**src/rtl/mw_eeprom_pkg.sv**
```systemverilog
package mw_eeprom_pkg;

   localparam logic [1:0] OPC_READ  = 2'b10;
   localparam logic [1:0] OPC_WRITE = 2'b01;
   localparam logic [1:0] OPC_CTRL  = 2'b00;

   localparam logic [1:0] STAT_OK     = 2'd0;
   localparam logic [1:0] STAT_NOBUSY = 2'd1;
   localparam logic [1:0] STAT_TMO    = 2'd2;

   typedef enum logic [2:0] {
      S_IDLE,
      S_SEND,
      S_GAP,
      S_POLL,
      S_DONE
   } mw_state_e;

   typedef enum logic [1:0] {
      N_WRITE,
      N_POLL,
      N_LOCK,
      N_FINISH
   } mw_next_e;

endpackage

```
**src/rtl/mw_bit_engine.sv**
```systemverilog
module mw_bit_engine #(
   parameter int FRAME_W  = 18,
   parameter int DATA_W   = 8,
   parameter int HALF_DIV = 63
) (
   input  logic                         clk,
   input  logic                         rst_n,
   input  logic                         start,
   input  logic [FRAME_W-1:0]           word,
   input  logic [$clog2(FRAME_W+1)-1:0] nbits,
   input  logic                         miso,
   output logic                         sclk,
   output logic                         mosi,
   output logic                         done,
   output logic [DATA_W-1:0]            rx
);
   localparam int NB_W = $clog2(FRAME_W+1);

   logic              active;
   logic              half_end;
   logic [FRAME_W-1:0] sh;
   logic [NB_W-1:0]   cnt;

   generate
      if (HALF_DIV == 1) begin : g_nodiv
         assign half_end = 1'b1;
      end else begin : g_div
         localparam int DW = $clog2(HALF_DIV);
         logic [DW-1:0] div;
         assign half_end = (div == DW'(HALF_DIV-1));
         always_ff @(posedge clk or negedge rst_n) begin
            if (!rst_n)                 div <= '0;
            else if (start || half_end) div <= '0;
            else if (active)            div <= div + 1'b1;
         end
      end
   endgenerate

   assign done = active && half_end && sclk && (cnt == NB_W'(1));

   always_ff @(posedge clk or negedge rst_n) begin
      if (!rst_n) begin
         active <= 1'b0;
         sclk   <= 1'b0;
         mosi   <= 1'b0;
         sh     <= '0;
         cnt    <= '0;
         rx     <= '0;
      end else if (start) begin
         active <= 1'b1;
         sclk   <= 1'b0;
         mosi   <= word[FRAME_W-1];
         sh     <= word;
         cnt    <= nbits;
      end else if (active && half_end) begin
         if (!sclk) begin
            sclk <= 1'b1;
            rx   <= {rx[DATA_W-2:0], miso};
         end else begin
            sclk <= 1'b0;
            sh   <= sh << 1;
            cnt  <= cnt - 1'b1;
            if (cnt == NB_W'(1)) begin
               active <= 1'b0;
               mosi   <= 1'b0;
            end else begin
               mosi <= sh[FRAME_W-2];
            end
         end
      end
   end
endmodule

```
**src/rtl/mw_poll_judge.sv**
```systemverilog
module mw_poll_judge #(
   parameter int POLL_IVL   = 125,
   parameter int POLL_LIMIT = 1250000
) (
   input  logic       clk,
   input  logic       rst_n,
   input  logic       clear,
   input  logic       run,
   input  logic       miso,
   output logic       fin,
   output logic [1:0] code
);
   import mw_eeprom_pkg::*;
   localparam int TW = $clog2(POLL_LIMIT+1);

   logic [TW-1:0] tot;
   logic          seen_low;
   logic          first;
   logic          smp;
   logic          ok, nob, tmo;

   generate
      if (POLL_IVL == 1) begin : g_every
         assign smp = run;
      end else begin : g_ivl
         localparam int IW = $clog2(POLL_IVL);
         logic [IW-1:0] ivl;
         assign smp = run && (ivl == IW'(POLL_IVL-1));
         always_ff @(posedge clk or negedge rst_n) begin
            if (!rst_n)          ivl <= '0;
            else if (clear)      ivl <= '0;
            else if (smp)        ivl <= '0;
            else if (run)        ivl <= ivl + 1'b1;
         end
      end
   endgenerate

   assign ok   = smp && miso && seen_low;
   assign nob  = smp && miso && !seen_low && first;
   assign tmo  = run && (tot == TW'(POLL_LIMIT-1)) && !ok && !nob;
   assign fin  = ok || nob || tmo;
   assign code = nob ? STAT_NOBUSY : (tmo ? STAT_TMO : STAT_OK);

   always_ff @(posedge clk or negedge rst_n) begin
      if (!rst_n) begin
         tot      <= '0;
         seen_low <= 1'b0;
         first    <= 1'b0;
      end else if (clear) begin
         tot      <= '0;
         seen_low <= 1'b0;
         first    <= 1'b0;
      end else if (run) begin
         tot <= tot + 1'b1;
         if (smp) first <= 1'b1;
         if (smp && !miso) seen_low <= 1'b1;
      end
   end
endmodule

```
**src/rtl/mw_eeprom_ctrl.sv**
```systemverilog
module mw_eeprom_ctrl
   import mw_eeprom_pkg::*;
#(
   parameter int ADDR_W     = 7,
   parameter int DATA_W     = 8,
   parameter int HALF_DIV   = 63,
   parameter int POLL_IVL   = 125,
   parameter int POLL_LIMIT = 1250000
) (
   input  logic              clk,
   input  logic              rst_n,
   input  logic              req_valid,
   output logic              req_ready,
   input  logic              req_write,
   input  logic [ADDR_W-1:0] req_addr,
   input  logic [ADDR_W-1:0] req_len,
   input  logic [DATA_W-1:0] req_wdata,
   output logic              wdata_take,
   output logic              done_valid,
   output logic [1:0]        done_status,
   output logic [DATA_W-1:0] done_rdata,
   output logic              ee_cs,
   output logic              ee_sclk,
   output logic              ee_mosi,
   input  logic              ee_miso
);
   localparam int HDR_W   = 3 + ADDR_W;
   localparam int FRAME_W = HDR_W + DATA_W;
   localparam int NB_W    = $clog2(FRAME_W+1);
   localparam int GAP_CYC = 4 * HALF_DIV;
   localparam int GW      = $clog2(GAP_CYC+1);
   localparam logic [ADDR_W-1:0] ADR_UNLOCK = {2'b11, {(ADDR_W-2){1'b0}}};
   localparam logic [ADDR_W-1:0] ADR_LOCK   = '0;

   if (ADDR_W < 2)                  begin : g_bad_aw  $error("ADDR_W must be at least 2"); end
   if (DATA_W < 2)                  begin : g_bad_dw  $error("DATA_W must be at least 2"); end
   if (HALF_DIV < 1)                begin : g_bad_div $error("HALF_DIV must be at least 1"); end
   if (POLL_IVL < 1)                begin : g_bad_ivl $error("POLL_IVL must be at least 1"); end
   if (POLL_LIMIT <= 2*POLL_IVL)    begin : g_bad_lim $error("POLL_LIMIT must exceed two poll intervals"); end

   mw_state_e         state;
   mw_next_e          nxt;
   logic [ADDR_W-1:0] addr_q, left_q;
   logic              is_wr;
   logic [1:0]        stat_q;
   logic [DATA_W-1:0] rdata_q;
   logic [GW-1:0]     gap_q;
   logic              take_q;
   logic              gap_done;

   logic               eng_start, eng_done;
   logic [FRAME_W-1:0] eng_word;
   logic [NB_W-1:0]    eng_nb;
   logic [DATA_W-1:0]  eng_rx;

   logic       pj_clear, pj_fin;
   logic [1:0] pj_code;

   assign gap_done = (gap_q == GW'(GAP_CYC-1));

   always_comb begin
      eng_start = 1'b0;
      eng_word  = '0;
      eng_nb    = '0;
      if (state == S_IDLE && req_valid) begin
         eng_start = 1'b1;
         if (req_write) begin
            eng_word = {1'b1, OPC_CTRL, ADR_UNLOCK, {DATA_W{1'b0}}};
            eng_nb   = NB_W'(HDR_W);
         end else begin
            eng_word = {1'b1, OPC_READ, req_addr, {DATA_W{1'b0}}};
            eng_nb   = NB_W'(FRAME_W);
         end
      end else if (state == S_GAP && gap_done) begin
         if (nxt == N_WRITE) begin
            eng_start = 1'b1;
            eng_word  = {1'b1, OPC_WRITE, addr_q, req_wdata};
            eng_nb    = NB_W'(FRAME_W);
         end else if (nxt == N_LOCK) begin
            eng_start = 1'b1;
            eng_word  = {1'b1, OPC_CTRL, ADR_LOCK, {DATA_W{1'b0}}};
            eng_nb    = NB_W'(HDR_W);
         end
      end
   end

   assign pj_clear = (state == S_GAP) && gap_done && (nxt == N_POLL);

   always_ff @(posedge clk or negedge rst_n) begin
      if (!rst_n) begin
         state   <= S_IDLE;
         nxt     <= N_FINISH;
         addr_q  <= '0;
         left_q  <= '0;
         is_wr   <= 1'b0;
         stat_q  <= STAT_OK;
         rdata_q <= '0;
         gap_q   <= '0;
         take_q  <= 1'b0;
      end else begin
         take_q <= 1'b0;
         unique case (state)
            S_IDLE: if (req_valid) begin
               addr_q <= req_addr;
               left_q <= req_len;
               is_wr  <= req_write;
               stat_q <= STAT_OK;
               nxt    <= req_write ? N_WRITE : N_FINISH;
               state  <= S_SEND;
            end
            S_SEND: if (eng_done) begin
               if (!is_wr) rdata_q <= eng_rx;
               gap_q <= '0;
               state <= S_GAP;
            end
            S_GAP: begin
               gap_q <= gap_q + 1'b1;
               if (gap_done) begin
                  unique case (nxt)
                     N_WRITE: begin
                        take_q <= 1'b1;
                        nxt    <= N_POLL;
                        state  <= S_SEND;
                     end
                     N_POLL:   state <= S_POLL;
                     N_LOCK: begin
                        nxt   <= N_FINISH;
                        state <= S_SEND;
                     end
                     N_FINISH: state <= S_DONE;
                  endcase
               end
            end
            S_POLL: if (pj_fin) begin
               gap_q <= '0;
               state <= S_GAP;
               if (pj_code != STAT_OK || left_q == '0) begin
                  stat_q <= pj_code;
                  nxt    <= N_LOCK;
               end else begin
                  left_q <= left_q - 1'b1;
                  addr_q <= addr_q + 1'b1;
                  nxt    <= N_WRITE;
               end
            end
            S_DONE: state <= S_IDLE;
            default: state <= S_IDLE;
         endcase
      end
   end

   mw_bit_engine #(
      .FRAME_W (FRAME_W),
      .DATA_W  (DATA_W),
      .HALF_DIV(HALF_DIV)
   ) u_eng (
      .clk  (clk),
      .rst_n(rst_n),
      .start(eng_start),
      .word (eng_word),
      .nbits(eng_nb),
      .miso (ee_miso),
      .sclk (ee_sclk),
      .mosi (ee_mosi),
      .done (eng_done),
      .rx   (eng_rx)
   );

   mw_poll_judge #(
      .POLL_IVL  (POLL_IVL),
      .POLL_LIMIT(POLL_LIMIT)
   ) u_poll (
      .clk  (clk),
      .rst_n(rst_n),
      .clear(pj_clear),
      .run  (state == S_POLL),
      .miso (ee_miso),
      .fin  (pj_fin),
      .code (pj_code)
   );

   assign req_ready   = (state == S_IDLE);
   assign done_valid  = (state == S_DONE);
   assign done_status = stat_q;
   assign done_rdata  = rdata_q;
   assign wdata_take  = take_q;
   assign ee_cs       = (state == S_SEND) || (state == S_POLL);
endmodule

```
**config.mk**
```make
export PLATFORM = sky130hd
export DESIGN_NAME = mw_eeprom_ctrl
export DESIGN_NICKNAME = d
export VERILOG_FILES = /design/src/rtl/mw_eeprom_pkg.sv /design/src/rtl/mw_bit_engine.sv /design/src/rtl/mw_poll_judge.sv /design/src/rtl/mw_eeprom_ctrl.sv
export SDC_FILE = /design/constraint.sdc
export NUM_CORES = 1
export LEC_CHECK = 0
export ABC_AREA = 0
export ABC_CLOCK_PERIOD_IN_PS = 3530
export CAP_MARGIN = 0
export CORE_ASPECT_RATIO = 1.1
export CORE_MARGIN = 10
export CORE_UTILIZATION = 65
export CTS_BUF_LIST = sky130_fd_sc_hd__clkbuf_8
export DETAILED_ROUTE_END_ITERATION = 10
export HOLD_SLACK_MARGIN = 0.12
export PLACE_DENSITY = 0.86
export SYNTH_ARGS = -nofsm -noshare
export SYNTH_HDL_FRONTEND = slang
export SYNTH_SLANG_ARGS = --single-unit
```
**constraint.sdc**
```tcl
create_clock -name clk -period 3.53 [get_ports clk]
set_input_delay 0.5295 -clock clk [delete_from_list [all_inputs] [get_ports clk]]
set_output_delay 0.5295 -clock clk [all_outputs]
set_load 0.005 [all_outputs]
```
# After elaboration in Yosys (flattened, before gate mapping)
# Cells that the tools add are included.
[totals]
regBits = 108
in_bits = 27
output_inout_bits = 16
word_cells = 178
[classes]
reduce_logical = 52
n_bitwise = 3
eq_ne = 19
muxes = 77
n_addsub = 7
[op_table]
columns = ["cell", "count"]
rows = [
  ["18-bit 2-to-1 mux", 4],
  ["17-bit 2-to-1 mux", 4],
  ["7-bit 2-to-1 mux", 9],
  ["21-bit 2-to-1 mux", 2],
  ["5-bit 2-to-1 mux", 7],
  ["7-bit case mux with 2 select lines", 2],
  ["1-bit 2-to-1 mux", 24],
  ["8-bit case mux with 3 select lines", 1],
  ["21-bit by 1-bit adder with 21-bit output (second input constant)", 1],
  ["21-bit equality test (second input constant)", 1],
  ["2-bit 2-to-1 mux", 10],
  ["2-bit nonzero test", 9],
  ["8-bit 2-to-1 mux", 2],
  ["1-bit logical AND", 15],
  ["7-bit by 1-bit adder with 7-bit output (second input constant)", 2],
  ["3-bit 2-to-1 mux", 4],
  ["6-bit 2-to-1 mux", 2],
  ["2-bit inequality test (second input constant)", 6],
  ["3-bit case mux with 4 select lines", 1],
  ["3-bit AND reduction", 4],
  ["4-bit AND reduction", 3],
  ["3-bit case mux with 3 select lines", 1],
  ["3-bit nonzero test", 3],
  ["8-bit by 1-bit adder with 8-bit output (second input constant)", 1],
  ["other kinds (25)", 40],
]

# Depth between registers and ports, before layout
[depth]
depth_word = 14
ltp_mapped = 10

# Hierarchy
# A second synthesis with hierarchy kept.
[unflattened]
hier_cells = 597
area_unflattened_um2 = 5873.1
[by_module_without_submodules]
columns = ["module", "cells_each", "area_per_inst_um2", "instances", "seq_area_each_um2"]
rows = [
  ["mw_eeprom_ctrl", 255, 2327.2, 1, 978.4],
  ["mw_bit_engine", 177, 1973.1, 1, 975.9],
  ["mw_poll_judge", 165, 1572.8, 1, 750.7],
]

# Worst setup path before layout
# OpenSTA, ideal clock, no wires.
[synth_timing]
kind = "register -> register"
from = "register u_poll.g_ivl.ivl[0]"
to = "register addr_q[3]"
setup_time_ps = 127
stages_incl_launch_ff = 11
path_slack_ps = 1391
required_time_ps = 3403
period_less_slack_ps = 2139
t_arrival_ps = 2012
path_cell_list = "dfrtp_1 > inv_1 > ha_1 > nand2_1 > or3_1 > buf_6 > o211a_4 > nor4_4 > buf_6 > a21boi_2 > o22ai_1"
[synth_between]
elab_chain_cells = 13
elab_cells_between_ends = 19
cone_classes = "eq/ne: 3; mux: 2; reduce/logical: 14"
[synth_rtl]
columns = ["item", "line_no", "rtl"]
rows = [
  ["start: declaration", "mw_poll_judge.sv:27", "logic [IW-1:0] ivl;"],
  ["start signal: assignment", "mw_poll_judge.sv:33", "else if (run) ivl <= ivl + 1'b1;"],
  ["7-bit equality test (*)", "mw_poll_judge.sv:28", "assign smp = run && (ivl == IW'(POLL_IVL-1));"],
  ["1-bit logical AND (*)", "mw_poll_judge.sv:28", ""],
  ["1-bit logical AND (*)", "mw_poll_judge.sv:38, mw_poll_judge.sv:39", ""],
  ["1-bit logical AND, on equally long branches", "mw_poll_judge.sv:38, mw_poll_judge.sv:39", ""],
  ["1-bit logical NOT or 1-bit logical AND (tied branches)", "mw_poll_judge.sv:40, mw_poll_judge.sv:39", ""],
  ["1-bit logical AND or 1-bit logical NOT (tied branches)", "mw_poll_judge.sv:40", "assign tmo = run && (tot == TW'(POLL_LIMIT-1)) && !ok && !nob;"],
  ["1-bit logical AND", "mw_poll_judge.sv:40", ""],
  ["2-bit 2-to-1 mux (2 in series)", "mw_poll_judge.sv:42", "assign code = nob ? STAT_NOBUSY : (tmo ? STAT_TMO : STAT_OK);"],
  ["2-bit nonzero test", "mw_eeprom_ctrl.sv:137", "if (pj_code != STAT_OK || left_q == '0) begin"],
  ["1-bit logical OR", "mw_eeprom_ctrl.sv:137", ""],
  ["2-bit inequality test (no source line)", "n/a", ""],
  ["4-bit AND reduction (no source line) (*)", "n/a", ""],
  ["end signal: assignment", "mw_eeprom_ctrl.sv:104", "addr_q <= req_addr;"],
  ["end signal: assignment", "mw_eeprom_ctrl.sv:142", "addr_q <= addr_q + 1'b1;"],
  ["end: declaration", "mw_eeprom_ctrl.sv:43", "logic [ADDR_W-1:0] addr_q, left_q;"],
]
# Mark *: on every way between the ends. The rest lies on a longest branch, timed or not.
# A chain may end at the register's enable or synchronous reset.

# Worst setup path in the final report
[layout_timing]
from = "register state[1]"
to = "register u_eng.cnt[3]"
[layout_between]
elab_chain_cells = 6
elab_cells_between_ends = 12
cone_classes = "eq/ne: 1; mux: 5; reduce/logical: 6"
[layout_rtl]
columns = ["item", "line_no", "rtl"]
rows = [
  ["start: declaration", "mw_eeprom_ctrl.sv:41", "mw_state_e state;"],
  ["start signal: assignment", "mw_eeprom_ctrl.sv:91", "state <= S_IDLE;"],
  ["start signal: assignment", "mw_eeprom_ctrl.sv:109", "state <= S_SEND;"],
  ["start signal: assignment", "mw_eeprom_ctrl.sv:114", "state <= S_GAP;"],
  ["3-bit by 2-bit equality test with 1-bit output", "mw_eeprom_ctrl.sv:74", "end else if (state == S_GAP && gap_done) begin"],
  ["1-bit logical AND", "mw_eeprom_ctrl.sv:74", ""],
  ["1-bit 2-to-1 mux", "mw_eeprom_ctrl.sv:74", ""],
  ["1-bit 2-to-1 mux", "mw_eeprom_ctrl.sv:65", "if (state == S_IDLE && req_valid) begin"],
  ["2-bit nonzero test (no source line)", "n/a", ""],
  ["2-bit AND reduction (no source line)", "n/a", ""],
  ["end signal: assignment", "mw_bit_engine.sv:54", "cnt <= nbits;"],
  ["end signal: assignment", "mw_bit_engine.sv:62", "cnt <= cnt - 1'b1;"],
  ["end: declaration", "mw_bit_engine.sv:22", "logic [NB_W-1:0] cnt;"],
]
# Parallel ways exist; a longest one is shown, timed or not.

==> out/results.txt <==
GRT Overall Usage -> 0.197
IO buf count -> 42
PD cells -> 328 nW/um2
slowest CP cell -> nor4_1
largest net degree at the start of global routing -> 77
latest clock arrival within the worst-skew pair -> 0.38 ns
HP Class -> in2async
total power -> 2.07 mW
worst r2r dst -> u_eng.cnt[3]$_DFFE_PN0P_
Reg power frac -> 0.597
htree depth -> 3
dominant cell type by area after synthesis -> dfrtp_1
post-CTS sizing -> 0
Sink Count -> 108
final critical-path setup slack -> 0.791 ns
Largest stage delay, worst path -> 0.61 ns
DRT antenna net count -> 0
Mean Syn Cell Area -> 9.39 um2
vias per cell -> 6.06
Synth Register Bits -> 108
Root Driver -> clkbuf_8
Hold Buf Count CTS -> 0
vias in the first global route -> 4512
RSZ-0062 raised after global routing -> false
Core Area -> 8410 um2
Post-Syn Nets -> 639
Int Pwr -> 1.60 mW
EDFF count, synth -> 0
R2R Setup Slk -> 0.79 ns
antenna violations before repair -> 0
RR Startpoint -> state[1]$_DFFE_PN0P_
CP Data Required Time -> 3.83 ns
Comb pwr share -> 0.032
Final setup violation count -> 0
sw power -> 0.470 mW
Critical Path, Cell by Cell -> or3b_1 > nor4_1 > nor2_1 > nand2_1 > o21ai_0 > a21oi_1
TritonRoute pass-1 iters -> 6
CP endpoint kind -> flip-flop
first-pass GRT wire length -> 21000 um
Net Sw Frac -> 0.227
final hold vios -> 0
clock power share -> 0.370
Starting Density -> 0.671
Synth area leaders -> dfrtp_1 47%, nor2_1 5.5%, nand2_1 5.0%
layout cells sized above 1 -> 0.108
Die ar. -> 12800 um2
Num CTS Buffers -> 9
area grow syn2layout -> 11.9%
kind of critical path -> reg2reg
Synth Instances -> 601
FMAX -> 365 MHz
Bufs on Longest Clock Path -> 2
leak pwr -> 2.76 nW
Worst IR Drop VDD -> 197 uV
crit-path max FO -> 13
worst slew pin tran -> 0.902 ns
Die Width -> 109 um
max cap viols -> 0
clock slew at reported path FFs -> 0.11 ns
TritonCTS clock tree -> yes
antenna cell count -> 0
Routed wire per std cell -> 16.1 um
HPWL Detailed -> 8480 um
Max-Slew Margin vs Limit -> 0.396
Post-Syn Area -> 5650 um2
Iter 0 DRT Violations -> 415
routed via count -> 4543
CP Buf/Inv Count -> 0
fin crit period -> 2.74 ns
sequential fraction of the synthesis area -> 0.479
row count -> 35
area share of the largest cell type after synthesis -> 0.470
critical path arrival -> 3.04 ns
nets -> 672
Synth Warn # -> 0
Unique masters post-synth -> 68
DR DRC count -> 0
gpl congestion -> 0.855
ys async rst share -> 1.00
Clock Skew -> 0.0140 ns
setup_tns -> 0 ns
Top-Level Pins -> 43
commonest register cell after synthesis -> dfrtp_1
DRT Wirelength -> 12100 um
R2R depth -> 6
Remaining Overflow, GRT -> 0
Tcrit/Tclk final -> 0.776
Die H -> 118 um
Max Slew Vio Count -> 0
postcts setup bufs -> 0
dpl ws -> 0.656 ns
Top delay family on crit path -> simple AND/OR/NAND/NOR gates
outcome -> finished, final reports clean
startpoint types -> flip-flop
[cells by family (layout without fill, tap and decap cells)]
group | count (synthesis) | after routing | synth area share
and+or+nand+nor | 252 | 252 | 0.223
AOI/OAI and AO/OA | 135 | 135 | 0.152
DFF | 108 | 108 | 0.479
buffers and inverters | 47 | 85 | 0.0383
xor gates and xnor gates | 29 | 29 | 0.0450
muxes | 19 | 19 | 0.0377
adders and majority gates | 11 | 11 | 0.0244
[through the flow]
stage          utilization  area, um2  hold WS, ns  cells
2_1_floorplan            -       5650        0.234    601
3_3_place_gp         0.728       6120        0.468    734
3_5_place_dp         0.728       6120        0.476    734
4_1_cts              0.751       6320        0.309    750
5_1_grt              0.751       6320        0.340    750
6_report             0.751       6320        0.278    750
[routing by layer]
metal  vias to the layer above  routed length [um]  GRT usage
met5                         -                   0          0
met4                         0                 231     0.0627
met3                        21                 710     0.0422
met2                       145                5930      0.316
met1                      2205                5190      0.259
li1                       2172                   -          -
[state kept, by name, indices dropped and copies added (netlist names), 2 cells and up]
register / cells
u_eng.sh: 17
u_eng.g_div.div: 6
gap_q: 8
u_poll.g_ivl.ivl: 7
u_eng.cnt: 5
nxt: 2
state: 3
done_status: 2
u_eng.rx: 8
u_poll.tot: 21
left_q: 7
done_rdata: 8
addr_q: 7
[worst max-delay path by stage]
stage / from / to / cells after the start
after detailed placement: req_valid / u_eng.rx[2]$_DFFE_PN0P_ / 5
final: state[1]$_DFFE_PN0P_ / u_eng.cnt[3]$_DFFE_PN0P_ / 6
after global placement: req_valid / u_eng.rx[7]$_DFFE_PN0P_ / 5
after global routing: state[1]$_DFFE_PN0P_ / u_eng.cnt[3]$_DFFE_PN0P_ / 6
after CTS: state[1]$_DFFE_PN0P_ / u_eng.cnt[3]$_DFFE_PN0P_ / 6
after floorplan: u_poll.g_ivl.ivl[0]$_DFFE_PN0P_ / addr_q[3]$_DFFE_PN0P_ / 10
[area by class of cell]
class | instances | area, um2
clock buffer | 9 | 124
clock inverter | 7 | 77.6
multi-input combinational | 446 | 2720
tap | 111 | 139
fill | 587 | 2090
sequential | 108 | 2710
inverter | 19 | 71.3
timing repair buffer | 50 | 478
[cells in the final DEF, fill, tap and decap left out, types with 11 or more instances in the layout]
| master | synthesis | final |
|---|---|---|
| nand3_1 | 19 | 19 |
| ha_1 | 11 | 11 |
| xor2_1 | 19 | 19 |
| clkdlybuf4s50_1 | 0 | 41 |
| dfrtp_1 | 106 | 106 |
| a21oi_1 | 34 | 34 |
| nand2_1 | 75 | 75 |
| o21ai_0 | 39 | 39 |
| a31oi_1 | 11 | 11 |
| nor2_1 | 83 | 83 |
| inv_1 | 19 | 20 |
| mux2_2 | 18 | 18 |
[cell usage after synthesis (3+ instances only)]
library cell and count:
buf_2 8, o21a_1 3, o32ai_1 3, nand2b_1 3, dfrtp_1 106, o31ai_1 3, o21ai_0 39, a221oi_1 5
xor2_1 19, o211ai_1 5, mux2_2 18, clkbuf_1 13, o22ai_1 5, nor3_1 10, nand4_1 10, buf_4 4
ha_1 11, nor3b_1 4, nor3_2 3, or3_1 5, nor4_1 4, or2_2 5, inv_1 19, and3_1 7
a21oi_1 34, nand3b_1 4, nand2_1 75, nor2_1 83, nand3_1 19, xnor2_1 10, a31oi_1 11
[power groups by stage]
stage,combinational [mW],clock (mW),sequential [mW]
floorplan,0.00844,0,1.26
global placement,0.0679,0,1.26
detailed placement,0.0687,0,1.26
CTS,0.0688,0.784,1.24
global route,0.0751,0.847,1.24
finish,0.0670,0.767,1.24
Power figures use the tool's default switching activity.
